## src/rtl/can_fc_pkg.sv

```systemverilog
package can_fc_pkg;
  typedef enum logic [1:0] {
    FC_ACTIVE  = 2'd0,
    FC_WARNING = 2'd1,
    FC_PASSIVE = 2'd2,
    FC_BUSOFF  = 2'd3
  } fc_state_e;
endpackage

```

## src/rtl/fc_err_counter.sv

```systemverilog
module fc_err_counter #(
  parameter int W          = 8,
  parameter int SMALL_STEP = 1,
  parameter int BIG_STEP   = 8,
  parameter bit HOLD_MSB   = 1'b0
) (
  input  logic         clk_i,
  input  logic         rst_ni,
  input  logic         inc_small_i,
  input  logic         inc_big_i,
  input  logic         dec_i,
  input  logic         freeze_i,
  input  logic         clear_i,
  output logic [W-1:0] cnt_o
);
  localparam logic [W:0] MAX_V = {1'b0, {W{1'b1}}};

  logic [W-1:0] cnt_q, cnt_d;
  logic [W:0]   step, sum;
  logic         inc_any, hold;

  generate
    if (HOLD_MSB) begin : g_hold
      assign hold = cnt_q[W-1];
    end else begin : g_nohold
      assign hold = 1'b0;
    end
  endgenerate

  always_comb begin
    inc_any = inc_small_i | inc_big_i;
    step    = inc_big_i ? (W+1)'(BIG_STEP) : (inc_small_i ? (W+1)'(SMALL_STEP) : '0);
    sum     = {1'b0, cnt_q} + step;
    cnt_d   = cnt_q;
    if (clear_i)                       cnt_d = '0;
    else if (freeze_i)                 cnt_d = cnt_q;
    else if (inc_any) begin
      if (!hold) cnt_d = (sum > MAX_V) ? MAX_V[W-1:0] : sum[W-1:0];
    end
    else if (dec_i && cnt_q != '0)     cnt_d = cnt_q - 1'b1;
  end

  always_ff @(posedge clk_i or negedge rst_ni) begin
    if (!rst_ni) cnt_q <= '0;
    else         cnt_q <= cnt_d;
  end

  assign cnt_o = cnt_q;

  p_dec_floor_r6: assert property (@(posedge clk_i) disable iff (!rst_ni)
    (cnt_q == '0 && dec_i && !inc_any && !clear_i) |=> cnt_q == '0);

  generate
    if (HOLD_MSB) begin : g_hold_chk
      p_hold_msb_r3: assert property (@(posedge clk_i) disable iff (!rst_ni)
        (cnt_q[W-1] && inc_any && !clear_i) |=> cnt_q == $past(cnt_q));
    end
  endgenerate
endmodule

```

## src/rtl/fc_state.sv

```systemverilog
module fc_state
  import can_fc_pkg::*;
#(
  parameter int REC_W    = 8,
  parameter int TEC_W    = 9,
  parameter int WARN_LIM = 96,
  parameter int PASS_LIM = 128,
  parameter int TEC_MAX  = 255
) (
  input  logic [REC_W-1:0] rec_i,
  input  logic [TEC_W-1:0] tec_i,
  output fc_state_e        state_o
);
  logic bus_off, passive, warn;

  always_comb begin
    bus_off = 32'(tec_i) > TEC_MAX;
    passive = 32'(tec_i) >= PASS_LIM || 32'(rec_i) >= PASS_LIM;
    warn    = 32'(tec_i) >= WARN_LIM || 32'(rec_i) >= WARN_LIM;
    if (bus_off)      state_o = FC_BUSOFF;
    else if (passive) state_o = FC_PASSIVE;
    else if (warn)    state_o = FC_WARNING;
    else              state_o = FC_ACTIVE;
  end
endmodule

```

## src/rtl/fc_recovery.sv

```systemverilog
module fc_recovery #(
  parameter int N_BITS = 1408
) (
  input  logic clk_i,
  input  logic rst_ni,
  input  logic bus_off_i,
  input  logic recessive_i,
  output logic done_o
);
  localparam int CW = $clog2(N_BITS);

  logic [CW-1:0] cnt_q;

  always_ff @(posedge clk_i or negedge rst_ni) begin
    if (!rst_ni)                     cnt_q <= '0;
    else if (!bus_off_i || done_o)   cnt_q <= '0;
    else if (recessive_i)            cnt_q <= cnt_q + 1'b1;
  end

  assign done_o = bus_off_i && recessive_i && (cnt_q == CW'(N_BITS - 1));

  p_idle_outside_r10: assert property (@(posedge clk_i) disable iff (!rst_ni)
    !bus_off_i |=> cnt_q == '0);
endmodule

```

## src/rtl/can_fault_conf.sv

```systemverilog
module can_fault_conf
  import can_fc_pkg::*;
#(
  parameter int CNT_W     = 8,
  parameter int ERR_STEP  = 8,
  parameter int WARN_LIM  = 96,
  parameter int PASS_LIM  = 128,
  parameter int RECOV_BITS = 1408
) (
  input  logic               clk_i,
  input  logic               rst_ni,
  input  logic               rx_err_minor_i,
  input  logic               rx_err_major_i,
  input  logic               rx_ok_i,
  input  logic               tx_err_i,
  input  logic               tx_arb_stuff_i,
  input  logic               tx_ack_err_i,
  input  logic               tx_ok_i,
  input  logic               recessive_i,
  output logic [2*CNT_W-1:0] err_cnt_o,
  output logic [1:0]         state_o,
  output logic               passive_flag_o,
  output logic               drv_dis_o
);
  localparam int TEC_W   = CNT_W + 1;
  localparam int TEC_MAX = (1 << CNT_W) - 1;

  logic [CNT_W-1:0] rec;
  logic [TEC_W-1:0] tec;
  logic [CNT_W-1:0] tec_rd;
  fc_state_e        state;
  logic             bus_off, passive, recov_done, tx_inc;

  assign bus_off = (state == FC_BUSOFF);
  assign passive = (state == FC_PASSIVE);
  // arbitration stuff errors and passive ACK errors never reach the counter
  assign tx_inc  = (tx_err_i && !tx_arb_stuff_i) || (tx_ack_err_i && !passive);

  fc_err_counter #(.W(CNT_W), .SMALL_STEP(1), .BIG_STEP(ERR_STEP), .HOLD_MSB(1'b1)) u_rec (
    .clk_i, .rst_ni,
    .inc_small_i(rx_err_minor_i), .inc_big_i(rx_err_major_i), .dec_i(rx_ok_i),
    .freeze_i(bus_off), .clear_i(recov_done), .cnt_o(rec)
  );

  fc_err_counter #(.W(TEC_W), .SMALL_STEP(ERR_STEP), .BIG_STEP(ERR_STEP), .HOLD_MSB(1'b0)) u_tec (
    .clk_i, .rst_ni,
    .inc_small_i(1'b0), .inc_big_i(tx_inc), .dec_i(tx_ok_i),
    .freeze_i(bus_off), .clear_i(recov_done), .cnt_o(tec)
  );

  fc_state #(.REC_W(CNT_W), .TEC_W(TEC_W), .WARN_LIM(WARN_LIM),
             .PASS_LIM(PASS_LIM), .TEC_MAX(TEC_MAX)) u_state (
    .rec_i(rec), .tec_i(tec), .state_o(state)
  );

  fc_recovery #(.N_BITS(RECOV_BITS)) u_recov (
    .clk_i, .rst_ni, .bus_off_i(bus_off), .recessive_i, .done_o(recov_done)
  );

  assign tec_rd         = (32'(tec) > TEC_MAX) ? CNT_W'(TEC_MAX) : tec[CNT_W-1:0];
  assign err_cnt_o      = {tec_rd, rec};
  assign state_o        = state;
  assign passive_flag_o = passive || bus_off;
  assign drv_dis_o      = bus_off;

  p_busoff_entry_r9: assert property (@(posedge clk_i) disable iff (!rst_ni)
    (!bus_off && 32'(tec) > TEC_MAX - ERR_STEP && tx_inc) |=> state_o == FC_BUSOFF);

  p_recov_clear_r10: assert property (@(posedge clk_i) disable iff (!rst_ni)
    $fell(drv_dis_o) |-> err_cnt_o == '0);

  p_ack_passive_r5: assert property (@(posedge clk_i) disable iff (!rst_ni)
    (passive && tx_ack_err_i && !tx_err_i && !tx_ok_i) |=> tec == $past(tec));

  p_busoff_frozen_r9: assert property (@(posedge clk_i) disable iff (!rst_ni)
    (bus_off && !recov_done) |=> err_cnt_o == $past(err_cnt_o));
endmodule

```

## config.mk

```make
export PLATFORM = sky130hd
export DESIGN_NAME = can_fault_conf
export DESIGN_NICKNAME = d
export VERILOG_FILES = /design/src/rtl/can_fc_pkg.sv /design/src/rtl/fc_err_counter.sv /design/src/rtl/fc_state.sv /design/src/rtl/fc_recovery.sv /design/src/rtl/can_fault_conf.sv
export SDC_FILE = /design/constraint.sdc
export NUM_CORES = 1
export LEC_CHECK = 0
export BUFFER_PORTS_ARGS = -buffer_cell sky130_fd_sc_hd__buf_2
export CAP_MARGIN = 0
export CORE_MARGIN = 8
export CORE_UTILIZATION = 52
export CTS_CLUSTER_SIZE = 28
export DETAILED_ROUTE_END_ITERATION = 7
export PLACE_DENSITY = 0.8
export REMOVE_ABC_BUFFERS = 1
export SETUP_SLACK_MARGIN = 0.3
export SYNTH_ARGS = -nofsm -noshare
export SYNTH_HDL_FRONTEND = slang
export SYNTH_SLANG_ARGS = --single-unit
```

## constraint.sdc

```tcl
create_clock -name clk_i -period 2.5 [get_ports clk_i]
set_input_delay 0.5 -clock clk_i [delete_from_list [all_inputs] [get_ports clk_i]]
set_output_delay 0.5 -clock clk_i [all_outputs]
set_load 0.05 [all_outputs]
```

# After elaboration in Yosys (flattened, before gate mapping)
# Index checks and enable logic that the tools add are counted.
# totals
elab_cells	64
regBits	28
out_inout_bits	20
input_bits	10
# op_classes
n_reduce_logical	22
n_bitwise	1
n_addsub	5
n_eq_ne	5
n_mux	20
n_lt_le_gt_ge	7
# op_table
op	count
$mux 8	7
$mux 9	6
$mux 11	2
$gt 9x8->1 const B	2
$add 11x1->11 const B	1
$eq 11x11->1 const B	1
$add 9x10->10	1
$gt 10x9->1 const B	1
$add 8x9->9	1
$ge 9x7->1 const B	1
$ge 9x8->1 const B	1
$reduce_bool 9->1	1
$sub 9x1->9 const B	1
$ge 8x7->1 const B	1
$ge 8x8->1 const B	1
$reduce_bool 8->1	1
$sub 8x1->8 const B	1
$logic_and 1x1->1	6
$reduce_bool 3->1	2
$logic_or 1x1->1	5
$eq 2x2->1 const B	2
$mux 2	2
$mux 4	1
$reduce_and 2->1	2
7 further kinds	10

# Logic depth before layout (Yosys ltp)
# Gate-level depths: netlist of the first run.
# logic_depth
word_depth	16
ltp_mapped	13
mapped_depth_nobuf	12

# Hierarchy
# Synthesis of the first run repeated with hierarchy kept, for this count alone.
# unflattened
cells_unflattened	242
area_unflattened_um2	2198.4
# by_module_without_submodules
module	area_per_inst_um2	instances	seq_area_each_um2	cells_per_inst
fc_err_counter at u_rec	792.0	1	200.2	92
fc_err_counter at u_tec	698.2	1	225.2	78
fc_recovery	594.3	1	275.3	55
can_fault_conf	83.8	1	0.0	14
fc_state	30.0	1	0.0	3

# Least setup slack after synthesis of the first run
# OpenSTA, ideal clock, no wires.
# synth_timing
path_type	register to register
startpoint	register u_rec.cnt_q[7] (netlist: u_rec.cnt_o[7])
endpoint	register u_tec.cnt_q[3] (netlist: u_tec.cnt_o[3])
setup_slack_ps	-229
n_path_buf	2
stages_incl_launch_ff	12
period_less_slack_ps	2729
setup_ps	122
t_arrival_ps	2607
cell_sequence	dfrtp_1 buf_2 o21bai_1 a21oi_2 and2_4 buf_6 inv_2 ha_1 ha_1 and3_1 or3_1 a32o_1
# synth_via
elab_chain_cells	16
elab_cells_between_ends	24
cone_classes	1 x add/sub; 3 x order compare; 3 x eq/ne; 8 x mux; 9 x reduce/logical
# synth_lines
item	line	source
start, declared	fc_err_counter.sv:18	logic [W-1:0] cnt_q, cnt_d;
start signal, assigned	fc_err_counter.sv:45	else cnt_q <= cnt_d;
$ge 8x7->1	fc_state.sv:19	warn = 32'(tec_i) >= WARN_LIM || 32'(rec_i) >= WARN_LIM;
$logic_or 1x1->1	fc_state.sv:19	
$mux 1	fc_state.sv:22	else if (warn) state_o = FC_WARNING;
$mux 2 (*)	fc_state.sv:21	else if (passive) state_o = FC_PASSIVE;
$mux 2 (*)	fc_state.sv:20	if (bus_off) state_o = FC_BUSOFF;
$eq 2x2->1	can_fault_conf.sv:35	assign passive = (state == FC_PASSIVE);
$logic_not 1->1	can_fault_conf.sv:37	assign tx_inc = (tx_err_i && !tx_arb_stuff_i) || (tx_ack_err_i && !passive);
$logic_and 1x1->1	can_fault_conf.sv:37	
$logic_or 1x1->1	can_fault_conf.sv:37	
$mux 4	fc_err_counter.sv:32	step = inc_big_i ? (W+1)'(BIG_STEP) : (inc_small_i ? (W+1)'(SMALL_STEP) : '0);
$add 9x10->10	fc_err_counter.sv:33	sum = {1'b0, cnt_q} + step;
$gt 10x9->1	fc_err_counter.sv:38	if (!hold) cnt_d = (sum > MAX_V) ? MAX_V[W-1:0] : sum[W-1:0];
$mux 9	fc_err_counter.sv:38	
$mux 9	fc_err_counter.sv:37	else if (inc_any) begin
$mux 9	fc_err_counter.sv:36	else if (freeze_i) cnt_d = cnt_q;
$mux 9	fc_err_counter.sv:35	if (clear_i) cnt_d = '0;
end signal, assigned	fc_err_counter.sv:45	
end, declared	fc_err_counter.sv:18	
# Mark *: on every way between the ends. The rest lies on a longest branch, timed or not. The select of a mux whose other input is x is not followed.
# A chain may end at the register's enable or synchronous reset.

# Final worst setup path of the first run
# layout_timing
startpoint	register u_tec.cnt_q[1] (netlist: u_tec.cnt_o[1])
endpoint	register u_tec.cnt_q[4] (netlist: u_tec.cnt_o[4])
# layout_via
elab_chain_cells	16
elab_cells_between_ends	29
cone_classes	2 x add/sub; 4 x order compare; 3 x eq/ne; 9 x mux; 11 x reduce/logical
# layout_lines
item	line
$ge 9x7->1	fc_state.sv:19
$logic_or 1x1->1	fc_state.sv:19
$mux 1	fc_state.sv:22
$mux 2	fc_state.sv:21
$mux 2	fc_state.sv:20
$eq 2x2->1	can_fault_conf.sv:35
$logic_not 1->1	can_fault_conf.sv:37
$logic_and 1x1->1	can_fault_conf.sv:37
$logic_or 1x1->1	can_fault_conf.sv:37
$mux 4	fc_err_counter.sv:32
$add 9x10->10	fc_err_counter.sv:33
$gt 10x9->1	fc_err_counter.sv:38
$mux 9	fc_err_counter.sv:38
$mux 9	fc_err_counter.sv:37
$mux 9	fc_err_counter.sv:36
$mux 9	fc_err_counter.sv:35
# Parallel ways exist; a longest one is shown, timed or not. The select of a mux whose other input is x is not followed.

==> impl_metrics.toml, run 1 <==
[worst_setup_path]
path_max_fanout = 4
worst-path-buf-inv = 1
max_stage_delay_ps = 400
worstSetupEndpointType = "flip-flop"
critPathArrivalTime_ps = 2530
crit_slowest_cell = "dfrtp_1"
cpLargestDelayFamily = "simple AND/OR/NAND/NOR gates"
cp_num_cells = 10
required_ps = 2690
cp-start-kind = "flip-flop"
cp_common_cell = "ha_4"
worstSetupPathType = "reg -> reg"
ff2ff_path_depth = 10
crit_chain = "ha_2, and4b_2, nand4_4, and2_4, inv_2, ha_4, ha_4, and3_4, or3_1, a32o_1"

[clock_tree]
htree_levels = 1
cts_buffers = 3
cts_hold_buf = 0
cts_tree = "yes"
cts_root_buffer = "clkbuf_8"
cts_sinks = 28
path_clk_slew_ps = 110
insertion_delay_ps = 290
cts_buffer_depth = 2

[placement]
place.gp.congestion = 0.929
port_buffers = 29
hpwlAfterDp_mm = 3.88
dp_slack_ps = 71.6

[synth]
syn-cell-area_um2 = 2110
avgSynthCellArea_um2 = 8.94
synthDistinctLibCells = 68
ys_seq_area_frac = 0.332
ys_warn_count = 0
synth_top_family_by_area = "simple AND/OR/NAND/NOR gates"
syn_inst = 236
synth_xor_area_frac = 0.0498
synth_top_area_cell = "dfrtp_1"
synth_ff_type = "dfrtp_1"
yosys-mux-area-fraction = 0.0196
synth.top_cell.area_share = 0.332
synth_edf_count = 0
synthAdderAreaFrac = 0.0593
synth_seq_cells = 28
synthArstFlopShare = 1.00
synth_compound_area_frac = 0.223
yosys.area_share.simple = 0.271
synth_area_leaders = "dfrtp_1 (33%), ha_1 (5.9%), nor2_1 (3.7%)"

[layout]
syn2layout_area_growth_pct = 29.2
final_common_cell = "buf_4"
final_cell_mix = "buf_4 (29), dfrtp_1 (27), buf_2 (25)"
fin_nets = 309
drive_gt1_frac = 0.368
antenna_cells = 0

[power]
total_power_mw = 3.61
power.share.sequential = 0.198
p_int_mw = 1.74
p_clk_frac = 0.105
p_leak_nw = 1.22
p_sw_mw = 1.87
combPwrFrac = 0.697
swShare = 0.519
ir_drop_mv = 0.861
powerDensity_nw_per_um2 = 1320

[timing]
drv_slew = 0
fin_crit_ps = 2340
finalCritPeriodShare = 0.934
rsz0062_at_grt = "true"
hold_viol = 0
slew_headroom = 0.573
fmax_mhz = 428
fin_ws_ps = 165
tightest_slew_ps = 640
skew_ps = 8.27
setup_viol = 0

[detailed_routing]
routed_wl_mm = 5.93
drc = 0
dr_total_vias = 2086
drt_iter0_markers = 229
wl_per_cell_um = 17.5
first_pass_iters = 5
drtAntennaViolNets = 0
vias_per_cell = 6.17

[floorplan]
dieArea_um2 = 6350
initial_utilization = 0.535
rows = 23
io_pins = 30
die_y_um = 79.7
coreArea_um2 = 3940
die_x_um = 79.7

[outcome]
run_status = "complete, no violations"

[global_route]
grt_pass1_wl_mm = 9.45
grt_overflow_total = 0
grt_pass1_vias = 1968
grt.total_usage = 0.185
antenna_found_initial = 0
grt_max_degree = 29

[run]
cap_violations = 0

[hold_path]
min_path_type = "in -> async"
==> path summary, 6_finish.rpt <==
check                                           start                      endpoint  slack, ps
min reg2reg                u_rec.cnt_o[1]$_DFFE_PN0P_    u_rec.cnt_o[1]$_DFFE_PN0P_        560
min                                            rst_ni    u_tec.cnt_o[6]$_DFFE_PN0P_        220
max in group asynchronous                      rst_ni    u_rec.cnt_o[1]$_DFFE_PN0P_       1830
min in group clk_i                        recessive_i  u_recov.cnt_q[1]$_DFFE_PN0P_        530
max                        u_tec.cnt_o[1]$_DFFE_PN0P_    u_tec.cnt_o[4]$_DFFE_PN0P_        160
max reg2reg                u_tec.cnt_o[1]$_DFFE_PN0P_    u_tec.cnt_o[4]$_DFFE_PN0P_        160
==> registers in the layout, summed over array words and instances (netlist names) <==
| name | flops |
|---|---|
| u_recov.cnt_q | 11 |
| u_rec.cnt_o | 8 |
| u_tec.cnt_o | 9 |
==> metal layers <==
metal  routed length [µm]  part of all wire  track usage  up-vias
li1                     -                 -            -      982
met1                 2560              0.43        0.239      999
met2                 2880              0.49        0.300       90
met3                  382             0.064       0.0338       15
met4                  108             0.018       0.0667        0
met5                    0                 0            0        -
==> area by class of cell <==
| cell class | instances | area (µm²) |
|---|---|---|
| Timing Repair Buffer | 59 | 407 |
| Sequential cell | 28 | 702 |
| Clock buffer | 3 | 41.3 |
| Clock inverter | 1 | 30.0 |
| Inverter | 9 | 38.8 |
| Multi-Input combinational cell | 188 | 1450 |
| Tap cell | 50 | 62.6 |
| Fill cell | 275 | 1220 |
==> cells by family (layout without fill, tap and decap cells) <==
kind of cell / after synthesis / after routing
flops: 28 / 28
compound gates: 60 / 60
simple gates: 102 / 102
mux: 4 / 4
buf+inv: 20 / 72
fa+ha+maj: 10 / 10
xor+xnor: 12 / 12
==> cell usage after synthesis, drive strengths merged (2+ instances only) <==
cell,number
a211oi,2
a311oi,2
nand4,5
a32o,3
o22ai,2
inv,9
and2,3
a2bb2oi,2
nor2,22
nor4,2
or2,9
dfrtp,28
or3,3
or4,2
buf,6
a21bo,2
o21ai,10
nand2,18
ha,10
nor3,5
xor2,8
xnor2,4
o21a,2
clkbuf,5
a22oi,3
a21oi,8
a31oi,5
or3b,2
nor3b,3
and3,9
o211ai,2
nand3,10
mux2i,3
o31ai,2
nor2b,4
o2bb2ai,2
==> per-stage QoR <==
stage	utilization	instance area (µm²)	instances	setup TNS, ps	hold slack, ps
floorplan	-	2050	225	-266	204
global placement	0.606	2390	322	0	532
detailed placement	0.606	2390	322	0	538
CTS	0.662	2610	332	0	250
global route	0.692	2730	338	0	274
finish	0.692	2730	338	0	216
==> what timing repair did <==
item / CTS / global route
buffers inserted: 6 / 6
setup endpoints to repair: 14 / 14
pin swaps: 11 / 5
resized for setup: 23 / 17
==> worst reg2reg max path, stage by stage (launching register included) <==
cell and delay, ps:
dfrtp_1 400, ha_2 170, and4b_2 270, nand4_4 90
and2_4 160, inv_2 50, ha_4 160, ha_4 170
and3_4 150, or3_1 370, a32o_1 250
==> power groups by stage <==
stage	Sequential [mW]	Clock [mW]	Combinational, mW
after floorplan	0.979	0	1.26
after global placement	0.724	0	2.06
after detailed placement	0.726	0	2.09
after CTS	0.713	0.371	2.30
after global routing	0.729	0.397	2.67
final	0.715	0.378	2.51
No activity file was read; power rests on OpenSTA's default activity.
==> inputs of run 2 (changes only) <==
--- a/config.mk
+++ b/config.mk
@@ -5,15 +5,17 @@
 export SDC_FILE = /design/constraint.sdc
 export NUM_CORES = 1
 export LEC_CHECK = 0
+export ABC_CLOCK_PERIOD_IN_PS = 2500
 export BUFFER_PORTS_ARGS = -buffer_cell sky130_fd_sc_hd__buf_2
 export CAP_MARGIN = 0
+export CORE_ASPECT_RATIO = 1.1
 export CORE_MARGIN = 8
 export CORE_UTILIZATION = 52
 export CTS_CLUSTER_SIZE = 28
 export DETAILED_ROUTE_END_ITERATION = 7
 export PLACE_DENSITY = 0.8
 export REMOVE_ABC_BUFFERS = 1
-export SETUP_SLACK_MARGIN = 0.3
+export SETUP_SLACK_MARGIN = 0.2
 export SYNTH_ARGS = -nofsm -noshare
 export SYNTH_HDL_FRONTEND = slang
 export SYNTH_SLANG_ARGS = --single-unit
==> run 2 against run 1 <==
Hold slack improved by 13 ps. Via count shrank 0.29%. Critical endpoint is now u_rec.cnt_o[1]$_DFFE_PN0P_. Register-to-register slack is essentially flat. Power down 5.4%.
==> impl_metrics.toml, run 2 (synthesized netlist as in run 1, its figures left out) <==
[outcome]
run_status = "complete, no violations"

[timing]
slew_headroom = 0.576
skew_ps = 7.93
setup_viol = 0
rsz0062_at_grt = "true"
finalCritPeriodShare = 0.930
drv_slew = 0
hold_viol = 0
hold-worst-slack_ps = 228
fin_crit_ps = 2330
tightest_slew_ps = 636
fmax_mhz = 430

[placement]
port_buffers = 29
placed_area_um2 = 2390
hpwlAfterDp_mm = 3.92
dp_cells = 324
place.gp.congestion = 0.915

[power]
total_power_mw = 3.41
ir_drop_mv = 0.702
powerDensity_nw_per_um2 = 1300
p_leak_nw = 1.17

[layout]
largest_register_ffs = 11
design_area_um2 = 2630
fin_nets = 300
max_flop_register = "u_recov.cnt_q"
antenna_cells = 0
final_common_cell = "dfrtp_1"
drive_gt1_frac = 0.341
syn2layout_area_growth_pct = 24.8
final_cell_mix = "dfrtp_1 (28), buf_2 (25), nor2_1 (21), buf_4 (21), nand2_1 (18)"
fin_util = 0.669
stdcell_count = 331

[worst_setup_path]
reg2reg_from = "u_tec.cnt_o[0]$_DFFE_PN0P_"
cp-start-kind = "flip-flop"
critPathArrivalTime_ps = 2490
worst-r2r-setup-slack_ps = 170
required_ps = 2670
startpoint = "u_tec.cnt_o[0]$_DFFE_PN0P_"
worstSetupEndpointType = "flip-flop"
worstSetupPathType = "reg -> reg"
reg2reg_to = "u_rec.cnt_o[1]$_DFFE_PN0P_"
path_max_fanout = 7
ff2ff_path_depth = 9

[floorplan]
die_x_um = 76.7
die_y_um = 82.8
rows = 24
coreArea_um2 = 3930
dieArea_um2 = 6350
io_pins = 30
initial_utilization = 0.536

[detailed_routing]
first_pass_iters = 5
drtAntennaViolNets = 0
routed_wl_mm = 5.75
dr_total_vias = 2080
drc = 0
vias_per_cell = 6.28
drt_iter0_markers = 252
wl_per_cell_um = 17.4

[run]
cap_violations = 0

[global_route]
grt_pass1_vias = 2031
grt_pass1_wl_mm = 9.25
antenna_found_initial = 0
grt_max_degree = 29
grt.total_usage = 0.169
grt_overflow_total = 0

[clock_tree]
cts_buffer_depth = 2
htree_levels = 1
cts_buffers = 3
cts_tree = "yes"
cts_root_buffer = "clkbuf_8"
cts_sinks = 28
path_clk_slew_ps = 100
insertion_delay_ps = 280

[hold_path]
min_path_type = "in -> async"
-- run 2: cell count changes in the layout (fill, tap and decap cells not counted), moves of 2 or more --
cell and change:
buf_4 -8, buf_8 -2, inv_4 +2, nand2_1 +2, nand2_4 -2, nand3_1 -2
-- run 2: worst max path at each step --
stage                                 endpoint  slack [ps]  depth (start not counted)
floorplan           u_tec.cnt_o[3]$_DFFE_PN0P_        -110                          9
global route        u_rec.cnt_o[1]$_DFFE_PN0P_         130                          9
global placement    u_tec.cnt_o[4]$_DFFE_PN0P_         180                          9
CTS                 u_tec.cnt_o[4]$_DFFE_PN0P_         190                         10
detailed placement  u_tec.cnt_o[4]$_DFFE_PN0P_         140                          9
finish              u_rec.cnt_o[1]$_DFFE_PN0P_         170                          9
-- run 2: per-layer routing --
metal  GRT usage  vias to the layer above  part of all wire
met3      0.0313                       14             0.067
met1       0.206                      993              0.43
met4      0.0648                        0             0.017
li1            -                      966                 -
met5           0                        -                 0
met2       0.285                      107              0.49
-- run 2: final cells by class --
type	instances	area (µm²)
multi-input cells	188	1430
well taps	52	65.1
repair buffers	50	324
fillers	324	1300
flip-flops and latches	28	701
clock buffers	3	41.3
clock inverters	1	30.0
inverters	9	38.8
-- run 2: worst max-delay path, stage by stage, from the launching register on --
cell,delay (ps)
dfrtp_1,400
ha_2,170
and4b_2,350
a31oi_4,130
buf_6,160
buf_4,130
nor2_1,280
buf_4,220
nor2_4,50
mux2_1,320
-- run 2: what timing repair did --
item                       CTS  global route
resized for setup           12            20
setup endpoints to repair   10            14
pin swaps                    4             8
setup buffers                1             2
hold endpoints to repair     0             0
hold buffers                 0             0
-- run 2: power by group --
part	switching, mW	total (mW)	internal, mW
sequential	0.139	0.721	0.582
clock	0.151	0.366	0.215
combinational	1.50	2.32	0.822
-- run 2: metrics by stage --
stage          TNS [ps]  setup WS (ps)
6_report              0            175
5_1_grt               0            127
4_1_cts               0            193
3_5_place_dp          0            143
3_3_place_gp          0            185
2_1_floorplan      -266           -114
